$ cat src/rtl/dfc_pkg.sv
package dfc_pkg;

    localparam int CLR_INT_BIT  = 0;
    localparam int CLR_CTL_BIT  = 1;
    localparam int INT_STAT_BIT = 0;

    typedef struct packed {
        logic clr_any;
        logic clr_ctl;
        logic en_req;
    } dir_req_t;

endpackage

$ cat src/rtl/dfc_decode.sv
module dfc_decode
    import dfc_pkg::*;
#(
    parameter int CMD_W    = 8,
    parameter bit STACK_OK = 1'b1
) (
    input  logic [CMD_W-1:0] cmd_i,
    input  logic [CMD_W-1:0] supp_mask_i,
    input  logic [CMD_W-1:0] ien_mask_i,
    input  logic [CMD_W-1:0] data_i,
    output dir_req_t         req_o,
    output logic [CMD_W-1:0] en_add_o
);
    localparam logic [CMD_W-1:0] CLR_BITS = CMD_W'(3);

    logic [CMD_W-1:0] eff;
    logic [CMD_W-1:0] field;
    logic             field_hit;

    assign eff       = cmd_i & supp_mask_i;
    assign field     = ien_mask_i & ~CLR_BITS;
    assign field_hit = |(eff & field);
    assign en_add_o  = data_i & field;

    assign req_o.clr_any = eff[CLR_INT_BIT] | eff[CLR_CTL_BIT];
    assign req_o.clr_ctl = eff[CLR_CTL_BIT];

    generate
        if (STACK_OK) begin : g_stack
            assign req_o.en_req = field_hit;
        end else begin : g_nostack
            assign req_o.en_req = field_hit & ~(eff[CLR_INT_BIT] | eff[CLR_CTL_BIT]);
        end
    endgenerate
endmodule

$ cat src/rtl/dfc_dev_slot.sv
module dfc_dev_slot
    import dfc_pkg::*;
#(
    parameter int               CMD_W    = 8,
    parameter int               STAT_W   = 4,
    parameter logic [STAT_W-1:0] CLR_MASK = 4'b0111
) (
    input  logic              clk,
    input  logic              rst,
    input  logic              hit_i,
    input  dir_req_t          req_i,
    input  logic [CMD_W-1:0]  en_add_i,
    input  logic [STAT_W-1:0] stat_set_i,
    input  logic              zero_stat_i,
    output logic [CMD_W-1:0]  en_o,
    output logic [CMD_W-1:0]  prev_o,
    output logic [STAT_W-1:0] stat_o,
    output logic              clr_ctl_o,
    output logic              irq_o
);
    logic [CMD_W-1:0]  en_q, prev_q, en_nxt, prev_nxt, en_base, prev_base;
    logic [STAT_W-1:0] stat_q, stat_drop;
    logic              clr_ctl_q;
    logic              do_clr;

    assign do_clr    = hit_i & req_i.clr_any;
    assign stat_drop = do_clr ? CLR_MASK : '0;

    always_comb begin
        en_base   = do_clr ? '0 : en_q;
        prev_base = do_clr ? '0 : prev_q;
        if (hit_i && req_i.en_req) begin
            prev_nxt = en_base;
            en_nxt   = en_base | en_add_i;
        end else begin
            prev_nxt = prev_base;
            en_nxt   = en_base;
        end
    end

    always_ff @(posedge clk) begin
        if (rst) begin
            en_q      <= '0;
            prev_q    <= '0;
            stat_q    <= '0;
            clr_ctl_q <= 1'b0;
        end else begin
            en_q      <= en_nxt;
            prev_q    <= prev_nxt;
            stat_q    <= (stat_q | stat_set_i) & ~stat_drop;
            clr_ctl_q <= hit_i & req_i.clr_ctl;
        end
    end

    assign en_o      = en_q;
    assign prev_o    = prev_q;
    assign stat_o    = stat_q;
    assign clr_ctl_o = clr_ctl_q;
    assign irq_o     = stat_q[INT_STAT_BIT] & ~zero_stat_i;
endmodule

$ cat src/rtl/dfc_pend.sv
module dfc_pend #(
    parameter int NUM_DEV = 4,
    parameter int PEND_W  = 8
) (
    input  logic              clk,
    input  logic              rst,
    input  logic [NUM_DEV-1:0] dev_irq_i,
    input  logic [PEND_W-1:1] chan_irq_i,
    input  logic              cpu_irq_i,
    output logic [PEND_W-1:0] pend_o
);
    logic [PEND_W-1:1] agg;
    logic [PEND_W-1:0] pend_q;

    always_comb begin
        agg = chan_irq_i;
        for (int d = 0; d < NUM_DEV; d++) begin
            if (dev_irq_i[d]) agg[d+1] = 1'b1;
        end
    end

    always_ff @(posedge clk) begin
        if (rst) pend_q <= '0;
        else     pend_q <= {agg, cpu_irq_i};
    end

    assign pend_o = pend_q;
endmodule

$ cat src/rtl/dfc_top.sv
module dfc_top
    import dfc_pkg::*;
#(
    parameter int                NUM_DEV  = 4,
    parameter int                CMD_W    = 8,
    parameter int                STAT_W   = 4,
    parameter int                PEND_W   = 8,
    parameter logic [STAT_W-1:0] CLR_MASK = 4'b0111,
    parameter bit                STACK_OK = 1'b1,
    localparam int               SEL_W    = (NUM_DEV > 1) ? $clog2(NUM_DEV) : 1
) (
    input  logic                      clk,
    input  logic                      rst,
    input  logic                      cmd_vld_i,
    input  logic [SEL_W-1:0]          dev_sel_i,
    input  logic [CMD_W-1:0]          cmd_i,
    input  logic [CMD_W-1:0]          data_i,
    input  logic [CMD_W-1:0]          supp_mask_i,
    input  logic [CMD_W-1:0]          ien_mask_i,
    input  logic [NUM_DEV*STAT_W-1:0] stat_set_i,
    input  logic [NUM_DEV-1:0]        zero_stat_i,
    input  logic                      cpu_irq_i,
    input  logic [PEND_W-2:0]         chan_irq_i,
    output logic [NUM_DEV*CMD_W-1:0]  en_o,
    output logic [NUM_DEV*CMD_W-1:0]  prev_en_o,
    output logic [NUM_DEV*STAT_W-1:0] stat_o,
    output logic [NUM_DEV-1:0]        clr_ctl_o,
    output logic                      en_chg_o,
    output logic [PEND_W-1:0]         pend_o
);
    dir_req_t          req;
    logic [CMD_W-1:0]  en_add;
    logic [NUM_DEV-1:0] dev_irq;
    logic              en_chg_q;

    dfc_decode #(.CMD_W(CMD_W), .STACK_OK(STACK_OK)) u_dec (
        .cmd_i      (cmd_i),
        .supp_mask_i(supp_mask_i),
        .ien_mask_i (ien_mask_i),
        .data_i     (data_i),
        .req_o      (req),
        .en_add_o   (en_add)
    );

    generate
        for (genvar d = 0; d < NUM_DEV; d++) begin : g_slot
            logic hit;
            assign hit = cmd_vld_i && (dev_sel_i == SEL_W'(d));
            dfc_dev_slot #(.CMD_W(CMD_W), .STAT_W(STAT_W), .CLR_MASK(CLR_MASK)) u_slot (
                .clk        (clk),
                .rst        (rst),
                .hit_i      (hit),
                .req_i      (req),
                .en_add_i   (en_add),
                .stat_set_i (stat_set_i[d*STAT_W +: STAT_W]),
                .zero_stat_i(zero_stat_i[d]),
                .en_o       (en_o[d*CMD_W +: CMD_W]),
                .prev_o     (prev_en_o[d*CMD_W +: CMD_W]),
                .stat_o     (stat_o[d*STAT_W +: STAT_W]),
                .clr_ctl_o  (clr_ctl_o[d]),
                .irq_o      (dev_irq[d])
            );
        end
    endgenerate

    dfc_pend #(.NUM_DEV(NUM_DEV), .PEND_W(PEND_W)) u_pend (
        .clk       (clk),
        .rst       (rst),
        .dev_irq_i (dev_irq),
        .chan_irq_i(chan_irq_i),
        .cpu_irq_i (cpu_irq_i),
        .pend_o    (pend_o)
    );

    always_ff @(posedge clk) begin
        if (rst) en_chg_q <= 1'b0;
        else     en_chg_q <= cmd_vld_i & req.en_req;
    end

    assign en_chg_o = en_chg_q;
endmodule

$ cat config.mk
export PLATFORM = sky130hd
export DESIGN_NAME = dfc_top
export DESIGN_NICKNAME = d
export VERILOG_FILES = /design/src/rtl/dfc_pkg.sv /design/src/rtl/dfc_decode.sv /design/src/rtl/dfc_dev_slot.sv /design/src/rtl/dfc_pend.sv /design/src/rtl/dfc_top.sv
export SDC_FILE = /design/constraint.sdc
export NUM_CORES = 1
export LEC_CHECK = 0
export ABC_AREA = 1
export CORE_MARGIN = 2
export CORE_UTILIZATION = 37
export DETAILED_ROUTE_END_ITERATION = 10
export PLACE_DENSITY = 0.81
export SLEW_MARGIN = 40
export SYNTH_ARGS = -nofsm -noshare
export SYNTH_HDL_FRONTEND = slang
export SYNTH_SLANG_ARGS = --single-unit
$ cat constraint.sdc
create_clock -name clk -period 1.1 [get_ports clk]
set_input_delay 0.22 -clock clk [delete_from_list [all_inputs] [get_ports clk]]
set_output_delay 0.22 -clock clk [all_outputs]
set_load 0.02 [all_outputs]
# Word-level counts from Yosys, hierarchy flattened

Cells that the tools add are included.

Bits in registers: 93
Bits of input ports: 65
Output and inout port bits: 93
Logic and storage cells: 96

Equality and inequality tests: 3
Multiplexer cells: 24
Bitwise gates (word level): 37
Reductions and logical operators: 14

Operator list:

| cell                 | count |
|---|---|
| $mux W8              | 16 |
| $or A8 B8 Y8         | 4 |
| $and A8 B8 Y8        | 3 |
| $and A4 B4 Y4        | 4 |
| $not A4 Y4           | 4 |
| $or A4 B4 Y4         | 4 |
| $and A1 B1 Y1        | 13 |
| $mux W3              | 4 |
| $logic_and A1 B1 Y1  | 8 |
| $reduce_bool A2 Y1   | 4 |
| $reduce_or A8 Y1     | 1 |
| $eq A2 B2 Y1 const B | 2 |
| $mux W1              | 4 |
| $not A1 Y1           | 4 |
| $eq A2 B1 Y1 const B | 1 |
| $logic_not A2 Y1     | 1 |
| $or A1 B1 Y1         | 1 |

# Longest topological paths before layout

Depth after elaboration: 6
Depth in mapped cells: 9
Depth with buffers taken out: 9

# By module

Synthesis repeated with hierarchy kept, for this count alone.

Cell total of the unflattened synthesis: 436
Area total of the unflattened synthesis: 3736.1 sq um

Modules (own cells, without submodules):

| module       | times used | cells an instance | area each (sq um) | sequential area each (sq um) |
|---|---|---|---|---|
| dfc_dev_slot | 4          | 92                | 827.0             | 420.4 |
| dfc_pend     | 1          | 25                | 231.5             | 160.2 |
| dfc_decode   | 1          | 32                | 138.9             | 0.0 |
| dfc_top      | 1          | 11                | 57.6              | 20.0 |

# Least setup slack after synthesis

No wires, ideal clock.

Path kind: input to register
From: input ien_mask_i[7]
To: register g_slot[1].u_slot.prev_q[7]
Library setup time: 132 ps
Arrival time: 1007 ps
Required time: 968 ps
Slack: -39 ps
Stages on the path: 8
Buffers on the path: 2
Cell sequence: nand3_1 nand2_1 nor2_1 nand2_2 buf_4 buf_4 nand3_1 a21oi_1

Word-level cells in the longest chain between the ends: 4
Elaborated cells between the ends (all ways): 5
Those cells by class: mux: 1; bitwise: 1; reduce/logical: 3

Ends and longest elaborated chain:

| element                                       | line               | source |
|---|---|---|
| from (decl)                                   | dfc_top.sv:19      | `input logic [CMD_W-1:0] ien_mask_i,` |
| $and A8 B8 Y8 (*)                             | dfc_decode.sv:22   | `assign field_hit = \|(eff & field);` |
| $reduce_or A8 Y1 (*)                          | dfc_decode.sv:22   |  |
| $logic_and A1 B1 Y1 (*)                       | dfc_dev_slot.sv:32 | `if (hit_i && req_i.en_req) begin` |
| $mux W8 or $reduce_bool A2 Y1 (tied branches) | --                 |  |
| to (signal assigned)                          | dfc_dev_slot.sv:49 | `prev_q <= prev_nxt;` |
| to (decl)                                     | dfc_dev_slot.sv:21 | `logic [CMD_W-1:0] en_q, prev_q, en_nxt, prev_nxt, en_base, prev_base;` |

Every way passes the cells marked *; elsewhere a longest branch is shown, timed or not.
A chain may end at the register's enable or synchronous reset.

# Worst setup path after layout

From: input supp_mask_i[7]
To: register g_slot[0].u_slot.prev_q[0]

Word-level cells in the longest chain between the ends: 5
Elaborated cells between the ends (all ways): 6
Those cells by class: mux: 1; bitwise: 2; reduce/logical: 3

Ends and longest elaborated chain:

| element                                       | line               | source |
|---|---|---|
| from (decl)                                   | dfc_top.sv:18      | `input logic [CMD_W-1:0] supp_mask_i,` |
| $and A8 B8 Y8 (*)                             | dfc_decode.sv:20   | `assign eff = cmd_i & supp_mask_i;` |
| $and A8 B8 Y8 (*)                             | dfc_decode.sv:22   |  |
| $reduce_or A8 Y1 (*)                          | dfc_decode.sv:22   |  |
| $logic_and A1 B1 Y1 (*)                       | dfc_dev_slot.sv:32 |  |
| $mux W8 or $reduce_bool A2 Y1 (tied branches) | --                 |  |
| to (signal assigned)                          | dfc_dev_slot.sv:49 |  |
| to (decl)                                     | dfc_dev_slot.sv:21 |  |

Marked as above.

==> impl_results.md <==
- Status: completed
- Crit Path Max Fanout: 5
- Vias in the first global route: 3698
- Fin. max-slew vios: 0
- Die Height: 102 um
- Power density over the cells: 1170 mW/mm^2
- Final Hold Fails: 0
- Detailed Route WL: between 10000 and 15000 um
- Post-route ant nets: 0
- Synth unique cells: 18
- Critical path buffers and inverters: 2
- PortBufs: ~150
- Area contributors post-synth: dfxtp_1, nand3_1, nor2_1
- Gr usage total: 20.8%
- Layout area overhead: 71.0%
- Hold Path End: g_slot[1].u_slot.clr_ctl_o
- Starting density of the core: 38.2%
- Synth Register Bits: 93
- Detailed-route via count: 3771
- Crit-path max cell delay: ~0.24 ns
- Cts bufs inserted: 9
- Final TNS setup: 0 ns
- Io pins: 158
- DRT iter0 DRCs: 102
- Top cell type by total area after synthesis: dfxtp_1
- CTS sink count: 93
- Hold depth: 3
- Die area: between 0.01 and 0.015 mm^2
- Drt via density: 4.62
- HP Start: dev_sel_i[1]
- H-tree level count: 3
- Routability cong.: 0.801
- Required @ worst endpoint: 1.39 ns
- Layout cell share with drive strength beyond 1: 45.3%
- Dpl hpwl: 7940 um
- Synth Cell Area: 0.00353 mm^2
- Min-delay worst type: in -> reg
- Clk pin slew, worst setup/hold paths: 0.09 ns
- Crit path DAT: roughly 1.4 ns
- R2R setup slack: 0.18 ns
- CP max-delay cell: dlygate4sd2_1
- Register area share after synthesis: 52.8%
- DR pass1 iterations: 4
- Root Buffer: clkbuf_8
- Setup violators final: 0
- Die Width: roughly 100 um
- Reg2Reg Depth: 4
- Max Clock Skew: 0.0142 ns
- Max Cap Viol: 0
- Initial antenna violation count: 0
- Synthesized area per cell: 7.57 um^2
- Worst Setup End Kind: register
- Worst slew margin relative to its limit: 82.0%
- DR DRC count: 0
- First-pass GRT wire length: 17000 um
- Worst hold slack: 0.204 ns
- CP Class: in -> reg
- Syn Nets: about 530
- ANT cells: 0
- CP Launch Type: input port
- Max Buffers Root-to-Sink: 2
- Drt wl/cell: 13.8 um
- Period utilization: 99.5%
- CTS tree: yes
- Clk Latency, worst-skew pair: 0.36 ns
- Critical path's top delay family: simple AND/OR/NAND/NOR gates
- Peak VDD IR: 0.650 mV
- Fmax: between 900 and 1000 MHz
- Largest net degree at the start of global routing: 23
- RSZ-0062 raised after global routing: true
- Ys Warns: 0
- Core ar.: 0.00924 mm^2
- Yosys top cell area share: 52.8%
- Total grt overflow: 0
- Leakage: 2.67 nW
- Crit Reg-Reg Startpoint: g_slot[0].u_slot.en_o[5]
- Row cnt: 35
- Gate Count Post-Synth: roughly 470
- Reg2reg end: g_slot[0].u_slot.prev_o[5]
- Minimum clock period: 1.09 ns
- NumNets Final: 748
- Crit-path cells: dlygate4sd2_1 > nand3_1 > nand2_2 > nor2_4 > nand2_8 > nand2_8 > buf_6 > nand3_1 > a21oi_2
- Least-Margin Pin Slew: between 0.2 and 0.3 ns
==> state kept, by name (all words and copies together) (netlist names) <==
name and count:
en_chg_o 1, g_slot.u_slot.clr_ctl_o 4, g_slot.u_slot.prev_o 32, u_pend.pend_o 8
g_slot.u_slot.en_o 32, g_slot.u_slot.stat_o 16
==> through the flow <==
stage / setup WS (ns) / power, W / cells / util [%] / cell area [um^2]
after global routing: -0.0481 / 0.00729 / 817 / 65.3 / 6030
after global placement: -0.623 / 0.00451 / 791 / 60.7 / 5600
after floorplan: -0.0203 / 0.00397 / 466 / - / 3530
final: 0.00509 / 0.00706 / 817 / 65.3 / 6030
after CTS: -0.00800 / 0.00706 / 815 / 63.0 / 5820
after detailed placement: -0.678 / 0.00453 / 791 / 60.7 / 5600
==> synthesized netlist by cell type, drive strengths merged <==
library cell,number
nand3,68
nor3,2
clkbuf,4
inv,84
dfxtp,93
buf,11
nand2,60
nor2,91
a21oi,53
==> report_power, final <==
part	internal, W	total, W	switching (W)
Clock	0.00135	0.00254	0.00119
Combinational	0.000463	0.00103	0.000566
Sequential	0.00345	0.00349	0.0000361
Total	0.00526	0.00706	0.00180
==> tightest hold or removal path: stages <==
cell	delay, ns
clkbuf_2	0.12
buf_4	0.13
nor3_1	0.05
==> routing by layer <==
| metal | global-route usage [%] | share of wire, % | vias to the layer above | wire (um) |
|---|---|---|---|---|
| met2 | 38.0 | 51 | 154 | 5770 |
| li1 | - | - | 1880 | - |
| met1 | 23.3 | 40 | 1719 | 4510 |
| met4 | 7.07 | 1.6 | 0 | 185 |
| met3 | 5.52 | 7.1 | 18 | 805 |
| met5 | 0 | 0 | - | 0 |
==> what timing repair did <==
| item | CTS | global route |
|---|---|---|
| hold buffers | 0 | 0 |
| pin swaps | 33 | 5 |
| gates cloned | 1 | 0 |
| gates resized for setup | 526 | 106 |
| buffers inserted | 7 | 2 |
| setup endpoints to repair | 169 | 103 |
==> cells by family (layout without fill, tap and decap cells) <==
family,after synthesis,count (layout),synth area share [%]
AO/OA/AOI/OAI,53,53,7.52
buffers and inverters,99,320,11.4
flip-flops,93,93,52.8
AND/OR/NAND/NOR,221,222,28.2
==> layout make-up <==
| cell class | count | area [um^2] |
|---|---|---|
| Clock buffer | 11 | 141 |
| Clock inverter | 5 | 83.8 |
| Multi-Input combinational cell | 275 | 1540 |
| Inverter | 84 | 363 |
| Sequential cell | 93 | 1930 |
| Timing Repair Buffer | 220 | 1810 |
| Tap cell | 129 | 161 |
| Fill cell | 776 | 3210 |
==> placed cells by master (no fill, tap or decap), drive strengths merged <==
| cell | instances |
|---|---|
| buf | 162 |
| dfxtp | 93 |
| nor2 | 91 |
| inv | 83 |
| nand3 | 68 |
| nand2 | 61 |
| a21oi | 53 |
| clkdlybuf4s50 | 34 |
| dlygate4sd2 | 21 |
| clkbuf | 12 |
| nor3 | 2 |
| bufinv | 2 |
| clkinvlp | 2 |
| clkdlybuf4s15 | 2 |
| clkinv | 2 |
==> how the worst max path moves through the flow <==
stage	startpoint	end	slack (ns)	cells after the start
2_1_floorplan	ien_mask_i[7]	g_slot[1].u_slot.prev_o[7]	-0.02	8
3_3_place_gp	dev_sel_i[1]	g_slot[0].u_slot.prev_o[1]	-0.62	9
4_1_cts	g_slot[1].u_slot.en_o[5]	en_o[13]	-0.008	1
3_5_place_dp	dev_sel_i[1]	g_slot[0].u_slot.prev_o[1]	-0.68	9
6_report	supp_mask_i[7]	g_slot[0].u_slot.prev_o[0]	0.005	9
5_1_grt	supp_mask_i[7]	g_slot[0].u_slot.prev_o[0]	-0.05	9
No activity file was read; power rests on OpenSTA's default activity.
